$ cat config.mk
export PLATFORM = sky130hd
export DESIGN_NAME = ras_stagger_refresh
export DESIGN_NICKNAME = d
export VERILOG_FILES = /design/src/rtl/rsr_pkg.sv /design/src/rtl/rsr_seq_ctrl.sv /design/src/rtl/rsr_ras_decode.sv /design/src/rtl/rsr_addr_gen.sv /design/src/rtl/ras_stagger_refresh.sv
export SDC_FILE = /design/constraint.sdc
export NUM_CORES = 1
export LEC_CHECK = 0
export BUFFER_PORTS_ARGS = -buffer_cell sky130_fd_sc_hd__clkbuf_2
export CAP_MARGIN = 25
export CORE_AREA = 4 4 90 92
export CTS_BUF_LIST = sky130_fd_sc_hd__clkbuf_8
export CTS_CLUSTER_SIZE = 10
export DETAILED_ROUTE_END_ITERATION = 8
export DIE_AREA = 0 0 94 96
export GPL_TIMING_DRIVEN = 0
export HOLD_SLACK_MARGIN = 0.12
export MAX_ROUTING_LAYER = met4
export PLACE_DENSITY_LB_ADDON = 0.3
export SETUP_SLACK_MARGIN = 0.2
export SLEW_MARGIN = 40
export SYNTH_ARGS = -nofsm -noshare
export SYNTH_HDL_FRONTEND = slang
export SYNTH_SLANG_ARGS = --single-unit
$ cat constraint.sdc
create_clock -name clk -period 4.1 [get_ports clk]
set_clock_uncertainty 0.05 [all_clocks]
set_input_delay 0.615 -clock clk [delete_from_list [all_inputs] [get_ports clk]]
set_output_delay 0.615 -clock clk [all_outputs]
set_load 0.01 [all_outputs]
$ cat src/rtl/rsr_pkg.sv
package rsr_pkg;
  // Position of a row in the rotated activation order (0 = first low).
  function automatic int slot_of(input int row, input int last, input int rows);
    return (row + rows - last - 1) % rows;
  endfunction

  // True while step lies in [first, first+len).
  function automatic logic in_window(input int step, input int first, input int len);
    return (step >= first) && (step < first + len);
  endfunction

  // Cycles in one pass: lead step, stagger span, hold, closing all-high step.
  function automatic int pass_cycles(input int lead, input int rows, input int hold);
    return lead + (rows - 1) + hold + 1;
  endfunction
endpackage

$ cat src/rtl/rsr_seq_ctrl.sv
module rsr_seq_ctrl #(
  parameter int PASS_LEN = 17,
  parameter int BURST_W  = 2,
  localparam int STEP_W  = $clog2(PASS_LEN)
) (
  input  logic               clk,
  input  logic               rst_n,
  input  logic               accept,
  input  logic [BURST_W-1:0] burst_len,
  output logic               busy,
  output logic [STEP_W-1:0]  step,
  output logic               pass_wrap,
  output logic               done
);
  logic [BURST_W-1:0] pass_q;
  logic [BURST_W-1:0] last_pass_q;
  logic               step_end;

  assign step_end  = busy && (step == STEP_W'(PASS_LEN - 1));
  assign pass_wrap = step_end && (pass_q != last_pass_q);

  always_ff @(posedge clk) begin
    if (!rst_n) begin
      busy        <= 1'b0;
      step        <= '0;
      pass_q      <= '0;
      last_pass_q <= '0;
      done        <= 1'b0;
    end else begin
      done <= 1'b0;
      if (accept) begin
        busy        <= 1'b1;
        step        <= '0;
        pass_q      <= '0;
        last_pass_q <= burst_len;
      end else if (step_end) begin
        step <= '0;
        if (pass_wrap) begin
          pass_q <= pass_q + 1'b1;
        end else begin
          busy <= 1'b0;
          done <= 1'b1;
        end
      end else if (busy) begin
        step <= step + 1'b1;
      end
    end
  end
endmodule

$ cat src/rtl/rsr_ras_decode.sv
module rsr_ras_decode #(
  parameter int ROWS   = 8,
  parameter int HOLD   = 8,
  parameter int LEAD   = 1,
  parameter int STEP_W = 5,
  localparam int ROW_W = $clog2(ROWS)
) (
  input  logic              busy,
  input  logic [STEP_W-1:0] step,
  input  logic [ROW_W-1:0]  last_row,
  output logic [ROWS-1:0]   ras_n
);
  for (genvar r = 0; r < ROWS; r++) begin : g_row
    logic low_now;
    assign low_now = busy && rsr_pkg::in_window(int'(step),
                     LEAD + rsr_pkg::slot_of(r, int'(last_row), ROWS), HOLD);
    assign ras_n[r] = ~low_now;
  end
endmodule

$ cat src/rtl/rsr_addr_gen.sv
module rsr_addr_gen #(
  parameter int ADDR_W = 12
) (
  input  logic              clk,
  input  logic              rst_n,
  input  logic              accept,
  input  logic              pass_wrap,
  input  logic [ADDR_W-1:0] ref_addr,
  output logic [ADDR_W-1:0] addr_q
);
  always_ff @(posedge clk) begin
    if (!rst_n)         addr_q <= '0;
    else if (accept)    addr_q <= ref_addr;
    else if (pass_wrap) addr_q <= addr_q + 1'b1;
  end
endmodule

$ cat src/rtl/ras_stagger_refresh.sv
module ras_stagger_refresh #(
  parameter int ROWS    = 8,
  parameter int ADDR_W  = 12,
  parameter int HOLD    = 8,
  parameter int BURST_W = 2,
  localparam int ROW_W    = $clog2(ROWS),
  localparam int LEAD     = 1,
  localparam int PASS_LEN = rsr_pkg::pass_cycles(LEAD, ROWS, HOLD),
  localparam int STEP_W   = $clog2(PASS_LEN)
) (
  input  logic               clk,
  input  logic               rst_n,
  input  logic               start,
  input  logic               cbr_mode,
  input  logic [BURST_W-1:0] burst_len,
  input  logic [ROW_W-1:0]   last_row,
  input  logic [ADDR_W-1:0]  ref_addr,
  output logic [ROWS-1:0]    ras_n,
  output logic [ADDR_W-1:0]  ma,
  output logic               cas_en,
  output logic               done,
  output logic               row_miss
);
  logic              busy;
  logic              accept;
  logic              pass_wrap;
  logic [STEP_W-1:0] step;
  logic [ROW_W-1:0]  last_row_q;
  logic              cbr_q;
  logic [ADDR_W-1:0] addr_q;

  assign accept = start && !busy;

  always_ff @(posedge clk) begin
    if (!rst_n) begin
      last_row_q <= '0;
      cbr_q      <= 1'b0;
    end else if (accept) begin
      last_row_q <= last_row;
      cbr_q      <= cbr_mode;
    end
  end

  rsr_seq_ctrl #(.PASS_LEN(PASS_LEN), .BURST_W(BURST_W)) seq_i (
    .clk(clk), .rst_n(rst_n), .accept(accept), .burst_len(burst_len),
    .busy(busy), .step(step), .pass_wrap(pass_wrap), .done(done)
  );

  rsr_ras_decode #(.ROWS(ROWS), .HOLD(HOLD), .LEAD(LEAD), .STEP_W(STEP_W)) ras_i (
    .busy(busy), .step(step), .last_row(last_row_q), .ras_n(ras_n)
  );

  rsr_addr_gen #(.ADDR_W(ADDR_W)) addr_i (
    .clk(clk), .rst_n(rst_n), .accept(accept), .pass_wrap(pass_wrap),
    .ref_addr(ref_addr), .addr_q(addr_q)
  );

  assign ma       = (busy && !cbr_q) ? addr_q : '0;
  assign cas_en   = busy && cbr_q;
  assign row_miss = done;
endmodule

==> out/qor.yml <==
run_status:
  run_status: "complete, no violations"
clock_network:
  cts_buffer_depth: 2
  numCtsBuffers: 3
  clock_latency_ns: 0.27
  clockRootBuffer: "clkbuf_8"
  clkSlewWorstSetupHoldPaths_ns: 0.09
  cts_num_sinks: 27
  ctsHoldBuffers: 0
  cts_tree: "yes"
  cts_htree_levels: 1
timing:
  period_minus_slack_ns: 3.85
  final.period_utilization_pct: 93.9
  relSlewSlack_pct: 56.5
  finalHoldViolCount: 0
  rsz0062_at_grt: "yes"
  setup_viol: 0
  drv_slew: 0
  worst_pin_slew_ns: 0.653
  max_freq_mhz: 260
  tns_ns: 0
hold_path:
  whs_path_depth: 2
  min_path_type: "reg2reg"
  hold_start: "seq_i.last_pass_q[1]$_SDFFE_PN0P_"
  hold-path-endpoint: "seq_i.last_pass_q[1]$_SDFFE_PN0P_"
setup_path:
  start_kind: "flip-flop"
  end_kind: "output port"
  r2r-end: "addr_i.addr_q[11]$_SDFFE_PN0P_"
  cpPeakStageDelay_ns: 0.49
  rr_worst_depth: 6
  ff2ff_setup_slack_ns: 2.16
  worst-setup-path-type: "reg2out"
  arrival_ns: 3.19
  crit_slowest_cell: "or4b_1"
  cp_cell_sequence: "buf_8 > clkinvlp_4 > ha_2 > nor4b_4 > nand2_2 > mux2i_2 > ha_1 > ha_1 > nor2_1 > nor2_1 > o31a_1 > or4b_1 > buf_2"
  worst-path-max-fanout: 8
  crit_required_ns: 3.43
  rr_startpoint: "seq_i.step[2]$_SDFFE_PP0P_"
global_routing:
  grt_antenna_before_repair: 0
  grt.total_usage_pct: 16.9
  grt-ovfl-total: 0
  grt_max_degree: 20
  first_global_vias: 2659
  grt_pass1_wl_um: 12200
power_and_ir_drop:
  p_int_uw: 447
  p_sw_share_pct: 32.8
  combPwrFrac_pct: 34.5
  p_sw_uw: 218
  power.density_nw_per_um2: 186
  p_clk_share_pct: 22.2
  power.leakage_nw: 1.79
  vdd_drop_max_v: 0.000106
  power_frac_seq_pct: 43.3
layout:
  final_util_pct: 49.7
  layout-drive-gt1-share_pct: 20.0
  area_growth_pct: 19.5
  mostFrequentLayoutCell: "ha_1"
  finalNonFillerCells: 540
  antenna_cells: 0
  layout_common_cells: "ha_1 (62), clkbuf_2 (42), nor2_1 (32), nand2_1 (32), a21oi_1 (29)"
  nets: 528
floorplanning:
  core-area_um2: 7210
  rows: 31
  die_w_um: 94
  start_util_pct: 41.6
  dieArea_um2: 9020
  die_y_um: 96
  io_pins: 44
logic_synthesis:
  synth_warnings: 0
  synthCells: 379
  netlist_area_um2: 3000
  synth_area_per_cell_um2: 7.92
  yosysUniqueCellTypes: 51
  ys_ff_latch: 27
  synthFlopType: "dfxtp_1"
  synth-edff-count: 0
  ys_seq_area_share_pct: 18.0
  synthArstFlopShare_pct: 0
placement:
  dp.cells: 526
  dp_hpwl_um: 5410
  port_buffers: 43
  gp_congestion: 0.911
route:
  num_vias: 2737
  drt_iter0_drc: 68
  final_antenna_net_count: 0
  drcViolationCount: 0
  wl_um: 7160
  dr.pass1.iters: 4
  wl_per_cell_um: 13.3
  via_per_inst: 5.07
flow_run:
  max-cap-violations: 0
-- final cells by class --
class / count / area (µm²)
repair buffers: 53 / 290
clock buffers: 3 / 41.3
clock inverters: 1 / 5.00
well taps: 99 / 124
multi-input cells: 310 / 2350
plain buffers: 16 / 108
fillers: 705 / 3630
flip-flops and latches: 27 / 551
inverters: 31 / 123
-- critical path, delay by kind of cell (launching register included) --
| kind | cells | cell delay [ns] |
|---|---|---|
| mux | 1 | 0.18 |
| compound gates | 1 | 0.10 |
| buf+inv | 3 | 0.42 |
| flops | 1 | 0.38 |
| simple gates | 5 | 1.03 |
| fa+ha+maj | 3 | 0.80 |
-- how the worst max path moves through the flow --
stage | startpoint | to | slack [ns] | depth (start not counted)
floorplan | last_row_q[0]$_SDFFE_PN0P_ | ras_n[2] | 0.46 | 11
global placement | last_row_q[0]$_SDFFE_PN0P_ | ras_n[2] | 0.04 | 14
detailed placement | last_row_q[0]$_SDFFE_PN0P_ | ras_n[2] | 0.04 | 12
CTS | last_row_q[2]$_SDFFE_PN0P_ | ras_n[2] | 0.22 | 13
global route | last_row_q[2]$_SDFFE_PN0P_ | ras_n[2] | 0.08 | 13
finish | last_row_q[2]$_SDFFE_PN0P_ | ras_n[2] | 0.25 | 13
-- power by group through the flow --
stage / sequential, mW / combinational (mW) / clock, mW
after floorplan: 0.290 / 0.152 / 0
after detailed placement: 0.294 / 0.204 / 0
after CTS: 0.288 / 0.218 / 0.154
after global routing: 0.290 / 0.261 / 0.165
after global placement: 0.293 / 0.200 / 0
final: 0.288 / 0.230 / 0.148
-- sequential cells by signal (all words and copies together), names as in the netlist --
| signal | cells |
|---|---|
| seq_i.busy | 1 |
| last_row_q | 3 |
| seq_i.last_pass_q | 2 |
| seq_i.pass_q | 2 |
| cbr_q | 1 |
| seq_i.done | 1 |
| addr_i.addr_q | 12 |
| seq_i.step | 5 |
-- what timing repair did --
action	4_1_cts	5_1_grt
gates resized for setup	18	12
pin swaps	2	4
setup buffers	3	7
setup endpoints to repair	2	2
-- cell families (layout without fill, tap and decap cells) --
| logic type | after synthesis | after routing | share of synthesized area, % |
|---|---|---|---|
| compound gates | 86 | 86 | 18.0 |
| xor+xnor | 15 | 15 | 4.63 |
| mux | 6 | 6 | 2.08 |
| other cells | 1 | 6 | 0.125 |
| simple gates | 131 | 131 | 22.9 |
| flops | 27 | 27 | 18.0 |
| buf+inv | 47 | 104 | 6.79 |
| fa+ha+maj | 66 | 66 | 27.4 |
-- cells in the mapped netlist (all sizes together) (2+ instances only) --
master    n  area, µm²
or3       2       12.5
inv      30        113
a31oi     2       12.5
o31a      3       26.3
mux2i     4       40.0
nand2    33        124
nor3      6       35.0
nand3     9       45.0
or2       3       18.8
buf       8       57.6
nor2     33        124
and3      2       12.5
o211ai    3       22.5
nand4b    6       52.6
nor2b     9       56.3
nand2b    4       25.0
ha       65        813
a211o     4       35.0
a21oi    29        145
a22oi     3       22.5
xnor2     5       43.8
clkbuf    8       30.0
a21o      9       67.6
and2     15       93.8
a2bb2oi   2       17.5
xor2     10       95.1
mux2      2       22.5
o31ai     5       37.5
o21ai    20        100
nand4     4       40.0
dfxtp    27        541
-- layer usage --
metal	share of wire, %	global-route usage (%)	wire length (µm)	vias up
li1	-	-	-	1438
met1	48	21.8	3440	1242
met2	48	29.0	3450	51
met3	2.8	1.09	198	6
met4	1.1	4.33	77	0
met5	0	-	0	-
-- metrics by stage --
stage | power, mW | hold slack [ns] | area (µm²) | setup slack (ns)
global route | 0.717 | 0.440 | 3590 | 0.0765
CTS | 0.661 | 0.424 | 3500 | 0.218
detailed placement | 0.498 | 0.411 | 3360 | 0.0386
floorplan | 0.442 | 0.395 | 3020 | 0.457
global placement | 0.493 | 0.403 | 3360 | 0.0376
finish | 0.665 | 0.427 | 3590 | 0.249
No activity file was read; power rests on OpenSTA's default activity.
